--- src/rtl/useq_pkg.sv ---
package useq_pkg;

  localparam int OPC_W = 6;
  localparam int FN_W  = 6;

  typedef enum logic [1:0] {
    UBR_N = 2'd0,
    UBR_J = 2'd1,
    UBR_Z = 2'd2,
    UBR_D = 2'd3
  } ubr_e;

  typedef enum logic [2:0] {
    ALU_COPY_A = 3'd0,
    ALU_COPY_B = 3'd1,
    ALU_INC1   = 3'd2,
    ALU_DEC1   = 3'd3,
    ALU_INC4   = 3'd4,
    ALU_DEC4   = 3'd5,
    ALU_ADD    = 3'd6,
    ALU_SUB    = 3'd7
  } alu_e;

  typedef struct packed {
    alu_e alu_op;
    logic ld_ir;
    logic ld_pc;
    logic ld_ma;
    logic ld_a;
  } uctl_t;

  // micro-state entry points
  localparam int ST_FETCH0 = 0;
  localparam int ST_FETCH1 = 1;
  localparam int ST_FETCH2 = 2;
  localparam int ST_ADD    = 8;
  localparam int ST_SUB    = 10;
  localparam int ST_LW0    = 12;
  localparam int ST_LW1    = 13;
  localparam int ST_LW2    = 14;
  localparam int ST_BZ0    = 16;
  localparam int ST_BZ1    = 17;
  localparam int ST_BZ2    = 18;
  localparam int ST_JMP    = 20;

  // dispatch table; lower index wins on overlap
  localparam int N_DISP = 5;
  localparam logic [OPC_W-1:0] D_OPC   [N_DISP] = '{6'h00, 6'h00, 6'h23, 6'h04, 6'h02};
  localparam logic [FN_W-1:0]  D_FN    [N_DISP] = '{6'h20, 6'h22, 6'h00, 6'h00, 6'h00};
  localparam logic             D_USEFN [N_DISP] = '{1'b1, 1'b1, 1'b0, 1'b0, 1'b0};
  localparam int               D_TGT   [N_DISP] = '{ST_ADD, ST_SUB, ST_LW0, ST_BZ0, ST_JMP};

endpackage

--- src/rtl/useq_rom.sv ---
module useq_rom
  import useq_pkg::*;
#(
  parameter int STATE_W = 6
) (
  input  logic [STATE_W-1:0] addr,
  output ubr_e               ubr,
  output logic [STATE_W-1:0] nxt,
  output uctl_t              ctl
);

  localparam int ST_ILL = (1 << STATE_W) - 2;

  always_comb begin
    ubr = UBR_J;
    nxt = STATE_W'(ST_ILL);
    ctl = '0;
    ctl.alu_op = ALU_COPY_A;
    case (int'(addr))
      ST_FETCH0: begin
        ubr = UBR_N; ctl.ld_ma = 1'b1; ctl.alu_op = ALU_COPY_A;
      end
      ST_FETCH1: begin
        ubr = UBR_N; ctl.ld_ir = 1'b1;
      end
      ST_FETCH2: begin
        ubr = UBR_D; ctl.alu_op = ALU_INC4; ctl.ld_pc = 1'b1;
      end
      ST_ADD: begin
        ubr = UBR_J; nxt = STATE_W'(ST_FETCH0); ctl.alu_op = ALU_ADD; ctl.ld_a = 1'b1;
      end
      ST_SUB: begin
        ubr = UBR_J; nxt = STATE_W'(ST_FETCH0); ctl.alu_op = ALU_SUB; ctl.ld_a = 1'b1;
      end
      ST_LW0: begin
        ubr = UBR_N; ctl.alu_op = ALU_ADD; ctl.ld_ma = 1'b1;
      end
      ST_LW1: begin
        ubr = UBR_N; ctl.alu_op = ALU_COPY_B; ctl.ld_a = 1'b1;
      end
      ST_LW2: begin
        ubr = UBR_J; nxt = STATE_W'(ST_FETCH0); ctl.alu_op = ALU_COPY_A;
      end
      ST_BZ0: begin
        ubr = UBR_Z; nxt = STATE_W'(ST_BZ2); ctl.alu_op = ALU_COPY_A;
      end
      ST_BZ1: begin
        ubr = UBR_J; nxt = STATE_W'(ST_FETCH0);
      end
      ST_BZ2: begin
        ubr = UBR_J; nxt = STATE_W'(ST_FETCH0); ctl.alu_op = ALU_ADD; ctl.ld_pc = 1'b1;
      end
      ST_JMP: begin
        ubr = UBR_J; nxt = STATE_W'(ST_FETCH0); ctl.alu_op = ALU_COPY_B; ctl.ld_pc = 1'b1;
      end
      default: begin
        ubr = UBR_J; nxt = STATE_W'(ST_ILL);
      end
    endcase
  end

endmodule

--- src/rtl/useq_dispatch.sv ---
module useq_dispatch
  import useq_pkg::*;
#(
  parameter int STATE_W = 6
) (
  input  logic [OPC_W-1:0]   opcode,
  input  logic [FN_W-1:0]    funct,
  output logic [STATE_W-1:0] target
);

  localparam int ST_ILL = (1 << STATE_W) - 2;

  logic [N_DISP-1:0] hit;

  for (genvar gi = 0; gi < N_DISP; gi++) begin : g_ent
    assign hit[gi] = (opcode == D_OPC[gi]) && (!D_USEFN[gi] || (funct == D_FN[gi]));
  end

  always_comb begin
    target = STATE_W'(ST_ILL);
    for (int i = N_DISP - 1; i >= 0; i--) begin
      if (hit[i]) target = STATE_W'(D_TGT[i]);
    end
  end

endmodule

--- src/rtl/useq_next.sv ---
module useq_next
  import useq_pkg::*;
#(
  parameter int STATE_W = 6
) (
  input  logic [STATE_W-1:0] cur,
  input  ubr_e               ubr,
  input  logic [STATE_W-1:0] field,
  input  logic [STATE_W-1:0] disp,
  input  logic               zero,
  output logic [STATE_W-1:0] nxt
);

  logic [STATE_W-1:0] inc;
  assign inc = cur + STATE_W'(1);

  always_comb begin
    unique case (ubr)
      UBR_N:   nxt = inc;
      UBR_J:   nxt = field;
      UBR_Z:   nxt = zero ? field : inc;
      UBR_D:   nxt = disp;
      default: nxt = inc;
    endcase
  end

endmodule

--- src/rtl/useq_top.sv ---
module useq_top
  import useq_pkg::*;
#(
  parameter int STATE_W = 6
) (
  input  logic               clk,
  input  logic               rst_n,
  input  logic               mem_busy,
  input  logic               alu_zero,
  input  logic [5:0]         ir_opcode,
  input  logic [5:0]         ir_funct,
  output logic [STATE_W-1:0] upc,
  output logic [2:0]         alu_op,
  output logic               ld_ir,
  output logic               ld_pc,
  output logic               ld_ma,
  output logic               ld_a
);

  ubr_e               cur_ubr;
  logic [STATE_W-1:0] cur_field;
  uctl_t              cur_ctl;
  logic [STATE_W-1:0] disp_tgt;
  logic [STATE_W-1:0] upc_nxt;
  logic [STATE_W-1:0] state_q;

  useq_rom #(.STATE_W(STATE_W)) u_rom (
    .addr (state_q),
    .ubr  (cur_ubr),
    .nxt  (cur_field),
    .ctl  (cur_ctl)
  );

  useq_dispatch #(.STATE_W(STATE_W)) u_disp (
    .opcode (ir_opcode),
    .funct  (ir_funct),
    .target (disp_tgt)
  );

  useq_next #(.STATE_W(STATE_W)) u_next (
    .cur   (state_q),
    .ubr   (cur_ubr),
    .field (cur_field),
    .disp  (disp_tgt),
    .zero  (alu_zero),
    .nxt   (upc_nxt)
  );

  always_ff @(posedge clk or negedge rst_n) begin
    if (!rst_n)         state_q <= STATE_W'(ST_FETCH0);
    else if (!mem_busy) state_q <= upc_nxt;
  end

  assign upc    = state_q;
  assign alu_op = cur_ctl.alu_op;
  assign ld_ir  = cur_ctl.ld_ir;
  assign ld_pc  = cur_ctl.ld_pc;
  assign ld_ma  = cur_ctl.ld_ma;
  assign ld_a   = cur_ctl.ld_a;

endmodule

--- config.mk ---
export PLATFORM = sky130hd
export DESIGN_NAME = useq_top
export DESIGN_NICKNAME = d
export VERILOG_FILES = /design/src/rtl/useq_pkg.sv /design/src/rtl/useq_rom.sv /design/src/rtl/useq_dispatch.sv /design/src/rtl/useq_next.sv /design/src/rtl/useq_top.sv
export SDC_FILE = /design/constraint.sdc
export NUM_CORES = 1
export LEC_CHECK = 0
export BUFFER_PORTS_ARGS = -buffer_cell sky130_fd_sc_hd__clkbuf_2
export CORE_UTILIZATION = 45
export DETAILED_ROUTE_END_ITERATION = 10
export HOLD_SLACK_MARGIN = 0.15
export PLACE_DENSITY = 0.74
export SLEW_MARGIN = 0
export SYNTH_ARGS = -nofsm -noshare
export SYNTH_HDL_FRONTEND = slang
export SYNTH_SLANG_ARGS = --single-unit
--- constraint.sdc ---
create_clock -name clk -period 7.05 [get_ports clk]
set_input_delay 0.705 -clock clk [delete_from_list [all_inputs] [get_ports clk]]
set_output_delay 0.705 -clock clk [all_outputs]
set_load 0.005 [all_outputs]
==> results of run 1 <==
synthesized netlist by cell type (3+ instances only):
master    number
nand3_1        3
ha_1           4
nor2_1        10
nor3b_1        3
nor3_1         7
o21ai_0        7
clkbuf_1       5
a21oi_1       10
nand2_1        5
dfrtp_1        6
inv_1          5
cell families after synthesis:
kind of cell	share of synthesized area (%)
buf+inv	7.412
compound gates	34.23
fa+ha+maj	6.309
xor+xnor	1.104
simple gates	30.60
mux	1.419
flops	18.93
cells in the final DEF (no fill, tap or decap), types with 2 or more instances in the layout:
cell      instances
o21ai_0           7
inv_1             5
or4_1             2
a21o_1            2
a21oi_1          10
o21bai_1          2
o311a_1           2
a211oi_1          2
nand2b_1          2
nand3_1           3
nor3_1            7
and3_1            2
a211o_1           2
nor2_1           10
ha_1              4
clkbuf_2         28
clkbuf_4          3
nand2_1           5
o32ai_1           2
o31a_1            2
nor3b_1           3
dfrtp_1           6
worst min path at each step:
stage / start / to / slack [ns] / depth (start not counted)
2_1_floorplan: rst_n / upc[0] / 0.41 / 0
3_3_place_gp: rst_n / upc[2] / 0.54 / 1
3_5_place_dp: rst_n / upc[0] / 0.54 / 1
4_1_cts: rst_n / upc[0] / 0.28 / 1
5_1_grt: rst_n / upc[0] / 0.29 / 1
6_report: rst_n / upc[2] / 0.28 / 1
worst register-to-register path: stages, from the launching register on:
cell and delay (ns):
dfrtp_1 0.43, inv_1 0.13, ha_1 0.38, or3b_2 0.47
o211a_2 0.16, o31a_1 0.33, o311a_1 0.30, o2bb2ai_1 0.14
per-stage QoR:
stage                     power (mW)  instances
final                        0.08658        146
after global routing         0.09265        146
after CTS                    0.08758        146
after detailed placement     0.05592        143
after global placement       0.05565        143
after floorplan              0.04826        107
power by group through the flow:
| stage | Clock [mW] | Combinational [mW] | Sequential (mW) |
|---|---|---|---|
| global route | 0.0345 | 0.0185 | 0.0396 |
| global placement | 0 | 0.0162 | 0.0395 |
| detailed placement | 0 | 0.0164 | 0.0395 |
| finish | 0.0311 | 0.0164 | 0.0391 |
| floorplan | 0 | 0.0116 | 0.0367 |
| CTS | 0.0320 | 0.0165 | 0.0391 |
layout make-up:
type	count	share of cell area, %
Tap cell	16	2.139
Clock buffer	3	2.406
Timing Repair Buffer	28	14.97
Sequential cell	6	16.04
Inverter	5	2.005
Multi-Input combinational cell	88	62.43
layer usage:
| metal | vias to the layer above | wire (um) | track usage, % | share of wire [%] |
|---|---|---|---|---|
| li1 | 459 | - | - | - |
| met1 | 420 | 887 | 31.63 | 44 |
| met2 | 47 | 981 | 38.21 | 48 |
| met3 | 0 | 165 | 2.917 | 8.1 |
| met4 | 0 | 0 | 9.697 | 0 |
| met5 | - | 0 | 0 | 0 |
==> impl_results.md, run 1 <==
* Outcome: finished clean
* Area of the multi-input gates at 584.3 um^2
* Comb pwr share at 18.9%
* Placement Cell Area at 913.4 um^2
* Cts bufs inserted at 3
* Die ar. at 1935 um^2
* CP Launch Point: upc[0]
* GRT overflow at 0
* Clk root buf: clkbuf_4
* CP max stage cell: dfrtp_1
* Clock network power share at 35.9%
* Slack of the worst reg-to-reg path at 4.63 ns
* Critical path endpoint: alu_op[2]
* Top delay family on crit path: flip-flops
* FF-to-FF End: upc[2]
* VDD IR max at 0.1203 mV
* Sw power at 0.02406 mW
* Post-CTS sizing at 0
* CP Data Required Time at 6.34 ns
* Crit path largest cell delay at 0.45 ns
* RSZ-0062 raised after global routing: no
* Hold-fix buffers, CTS at 0
* Fin nets at 152
* Top post-synthesis cells by area: dfrtp_1 19%, a21oi_1 6.3%, ha_1 6.3%, nor2_1 4.7%, nor3_1 4.4%
* Maximum clock rate at 376.6 MHz
* Cell Pwr Density at 92.51 nW/um^2
* Switching share of total power at ~28%
* Slew @ Worst Pin at ~0.58 ns
* Synth area leader: dfrtp_1
* Post-route ant nets at 0
* Post-Syn Instances at about 110
* Hold Slack at 0.2807 ns
* Reg2reg start: upc[1]
* Final Util at 59.37%
* WP depth at 6
* Synth async-reset ratio at 100.0%
* Setup bufs post-CTS at 0
* Vias in the first global route at 805
* Worst Skew at 0.001218 ns
* Setup ws final at 4.395 ns
* Post-DR wirelength/cell at between 10 and 15 um
* Register area at 150.1 um^2
* Max FFs per register at 6
* Core Footprint at ~1600 um^2
* Worst r2r path cells at 7
* # fillers at roughly 160
* Crit. End Element: primary output
* Overall die height at 43.99 um
* Area fraction of the dominant cell type after synthesis at 18.93%
* Die width at 43.99 um
* Syn_nets at around 130
* Post-layout instance area at around 940 um^2
* Setup tns final at 0 ns
* Leak Pwr at approximately 0.39 nW
* Synth Cell Area at 793.3 um^2
* Startpoint Class: flip-flop
* Clock slew at reported path FFs at about 0.040 ns
* CP arrival at 1.95 ns
* Total number of vias at 926
* Diode count at 0
* Worst skew pair latency at 0.24 ns
* Layout area overhead at 17.98%
* Buf/Inv on CP at 2
* Class of the worst hold path: input port to asynchronous set/reset pin
* Layout cells sized above 1 at 28.46%
* Yosys reg bits at 6
* Top_reg_cell synth: dfrtp_1
* Yosys warns at 0
* Post-synth EDFFs at 0
* Port bufs at 28
* Final setup fails at 0
* DRC Markers at 0
* Clock Sinks at 6
* Row count at 14
* DRT Pass-1 Iters at 6
* Worst slack, placed at around 4.6 ns
* Hpwl dp at 1574 um
* GP Congestion at ~0.86
* Internal at approximately 0.063 mW
* Final min period at 2.656 ns
* Max-slew violation count at 0
* Worst-path cell chain: inv_1, ha_1, nor2b_1, a21oi_1, a211oi_1, clkbuf_2
* Slew margin rel. at about three fifths
* H-Tree Level Count at 1
* CTS tree: yes
* Largest buffer count on any clock path at 2
* Max_cap viols at 0
* Routed vias/inst at 6.342
* Starting density of the core at 50.32%
* Final hold violations at 0
* Worst-path fanout max at 10
* First-pass GRT wire length at around 3400 um
* Overall Global Routing Usage at 23.56%
* # IOs at 29
* Crit Path Category: flip-flop to primary output
* Antenna violations before repair at 0
* Final period util at 37.67%
* Reg power frac at 45.2%
* Largest net degree at the start of global routing at 21
* Detailed Route WL at 2033 um
* Synth Area per Inst at about 7.4 um^2
* DRT iter0 DRCs at 46
* Seq/Total Area, Yosys at 18.93%
* Distinct cell type count after synthesis at 43
Note: power is estimated with default switching activity, not from simulation.
==> inputs of run 2 (changes only) <==
--- a/config.mk
+++ b/config.mk
@@ -6,10 +6,10 @@
 export NUM_CORES = 1
 export LEC_CHECK = 0
 export BUFFER_PORTS_ARGS = -buffer_cell sky130_fd_sc_hd__clkbuf_2
-export CORE_UTILIZATION = 45
+export CORE_UTILIZATION = 44
 export DETAILED_ROUTE_END_ITERATION = 10
 export HOLD_SLACK_MARGIN = 0.15
-export PLACE_DENSITY = 0.74
+export PLACE_DENSITY = 0.75
 export SLEW_MARGIN = 0
 export SYNTH_ARGS = -nofsm -noshare
 export SYNTH_HDL_FRONTEND = slang
==> constraint.sdc (replaced) <==
create_clock -name clk -period 2.35 [get_ports clk]
set_input_delay 0.235 -clock clk [delete_from_list [all_inputs] [get_ports clk]]
set_output_delay 0.235 -clock clk [all_outputs]
set_load 0.005 [all_outputs]
==> run 2 against run 1 <==
Effect of this change:
- combinational power increased to 3.6 times the previous value
- largest cell class unchanged
- critical endpoint is now upc[2]
- clock skew increased by 0.0013 ns
- wire length increased by 8.6%
- sequential power increased to 2.9 times the previous value
- cell area increased by 7.0%
- highest routed layer is now met4
- power increased to 3.1 times the previous value
- sequential share of layout area decreased by 1.0 points
- register-to-register slack got worse by 4.5 ns
- non-clock buffer count increased by 7
==> impl_results.md, run 2 (same netlist as run 1, synthesis figures left out) <==
* Leak Pwr at 0.4225 nW (+8.7%)
* Post-CTS sizing at 0 (unchanged)
* Largest net degree at the start of global routing at 16 (-24%)
* Startpoint Class: flip-flop
* Die ar. at 1977 um^2 (+2.2%)
* Worst slack, placed at 0.1387 ns (-4.500 ns)
* Vias in the first global route at 858 (+6.6%)
* Core Footprint at 1594 um^2 (+1.1%)
* DRT iter0 DRCs at 23 (-50%)
* Hold Crit Start: mem_busy
* RSZ-0062 raised after global routing: no
* DRT met1 WL at 970 um (+9.4%)
* DRT Pass-1 Iters at 4 (-2)
* Overall die height at 44.46 um (+1.1%)
* H-Tree Level Count at 1 (unchanged)
* Worst Skew at 0.002564 ns (+0.001346 ns)
* Clock slew at reported path FFs at 0.05 ns (about the same)
* Detailed Route WL at 2207 um (+8.6%)
* Hpwl dp at 1716 um (+9.0%)
* GRT overflow at 0 (unchanged)
* Clk root buf: clkbuf_4
* Worst skew pair latency at 0.24 ns (about the same)
* Maximum clock rate at between 400 and 500 MHz
* WL met2 at 1107 um (+13%)
* Final min period at 2.232 ns
* Routed vias/inst at 5.795 (-8.6%)
* Crit Path Category: flip-flop to flip-flop
* Port bufs at 28 (unchanged)
* Starting density of the core at 49.76% (-0.55 points)
* Clock Sinks at 6 (unchanged)
* Final setup fails at 0 (unchanged)
* Class of the worst hold path: input port to flip-flop
* Slew margin rel. at 70.15% (+8.7 points)
* Fin nets at 159 (+4.6%)
* Max-slew violation count at 0 (unchanged)
* Hold-fix buffers, CTS at 1 (+1)
* Post-route ant nets at 0 (unchanged)
* Row count at 14 (unchanged)
* GP Congestion at 0.8685 (+1.2%)
* Die width at 44.46 um (+1.1%)
* Cts bufs inserted at 3 (unchanged)
* Reg2reg start: upc[1]
* Placement Cell Area at 968.4 um^2 (+6.0%)
* Crit. End Element: flip-flop
* First-pass GRT wire length at 3781 um (+11%)
* DRC Markers at 0 (unchanged)
* # IOs at 29 (unchanged)
* Slew @ Worst Pin at 0.4436 ns (-0.1352 ns)
* Final hold violations at 0 (unchanged)
* VDD IR max at 0.2845 mV (+140%)
* Overall Global Routing Usage at 25.21% (+1.6 points)
* Layout area overhead at 26.18%
* Worst r2r path cells at 7 (unchanged)
* Post-layout instance area at 1001 um^2 (+7.0%)
* Most common cell after layout, fill and taps aside: clkbuf_2
* Max_cap viols at 0 (unchanged)
* Most frequent cells in the layout: 28 x clkbuf_2, 10 x nor2_1, 10 x a21oi_1
* Max FFs per register at 6 (unchanged)
* CTS tree: yes
* Total number of vias at 933 (+0.76%)
* CP Launch Point: upc[1]
* Setup ws final at 0.1181 ns (-4.276 ns)
* Diode count at 0 (unchanged)
* Setup tns final at 0 ns (unchanged)
* Worst Hold Depth at 2
* Cell Pwr Density at 268.4 nW/um^2 (+190%)
* Setup bufs post-CTS at 0 (unchanged)
* Worst-path fanout max at 5 (-5)
* Antenna violations before repair at 0 (unchanged)
* CP arrival at 2.40 ns (+0.45 ns)
* CP Data Required Time at 2.52 ns (-3.82 ns)
* Final period util at a little over nine tenths
* Outcome: finished clean
* Post-DR wirelength/cell at 13.71 um (-1.6%)
* Layout cells sized above 1 at 31.39% (+2.9 points)
* Met3 routed WL at 111 um (-33%)
* Largest buffer count on any clock path at 2 (unchanged)
* Max layer used: met4
run 2: critical path: stages (launching register included):
cell,delay (ns)
dfrtp_1,0.43
inv_1,0.13
ha_1,0.20
or3b_2,0.46
o211a_2,0.17
o31a_1,0.34
o311a_1,0.30
o2bb2ai_1,0.14
run 2: metrics by stage:
step | util [%] | cells | hold slack, ns | power (mW)
floorplan | - | 107 | -0.06059 | 0.1448
global placement | 60.75 | 157 | 0.07083 | 0.1704
finish | 62.79 | 161 | 0.3163 | 0.2687
global route | 62.79 | 161 | 0.3310 | 0.2843
detailed placement | 60.75 | 157 | 0.07289 | 0.1724
CTS | 62.79 | 161 | 0.3030 | 0.2719
run 2: layout make-up:
class	instances	area, um^2
repair buffers	35	195.2
clock buffers	3	22.52
inverters	5	18.77
well taps	24	30.03
multi-input cells	88	584.3
flip-flops and latches	6	150.1
fillers	152	593.1
run 2: path summary, 6_finish.rpt:
kind                       endpoint  slack [ns]
max                          upc[2]        0.12
min                          upc[2]        0.32
max in group asynchronous    upc[0]        1.83
min reg2reg                  upc[0]        0.65
max reg2reg                  upc[2]        0.12
min in group asynchronous    upc[1]        0.36
run 2: report_power, final:
part           total [mW]  internal (mW)  switching (mW)
Combinational      0.0593         0.0280          0.0313
Clock              0.0961         0.0579          0.0383
Sequential          0.113          0.106         0.00737
run 2: layer usage:
layer	up-vias	GRT usage, %
li1	471	-
met1	435	33.17
met2	25	40.88
met3	2	2.041
met4	0	13.33
met5	-	0
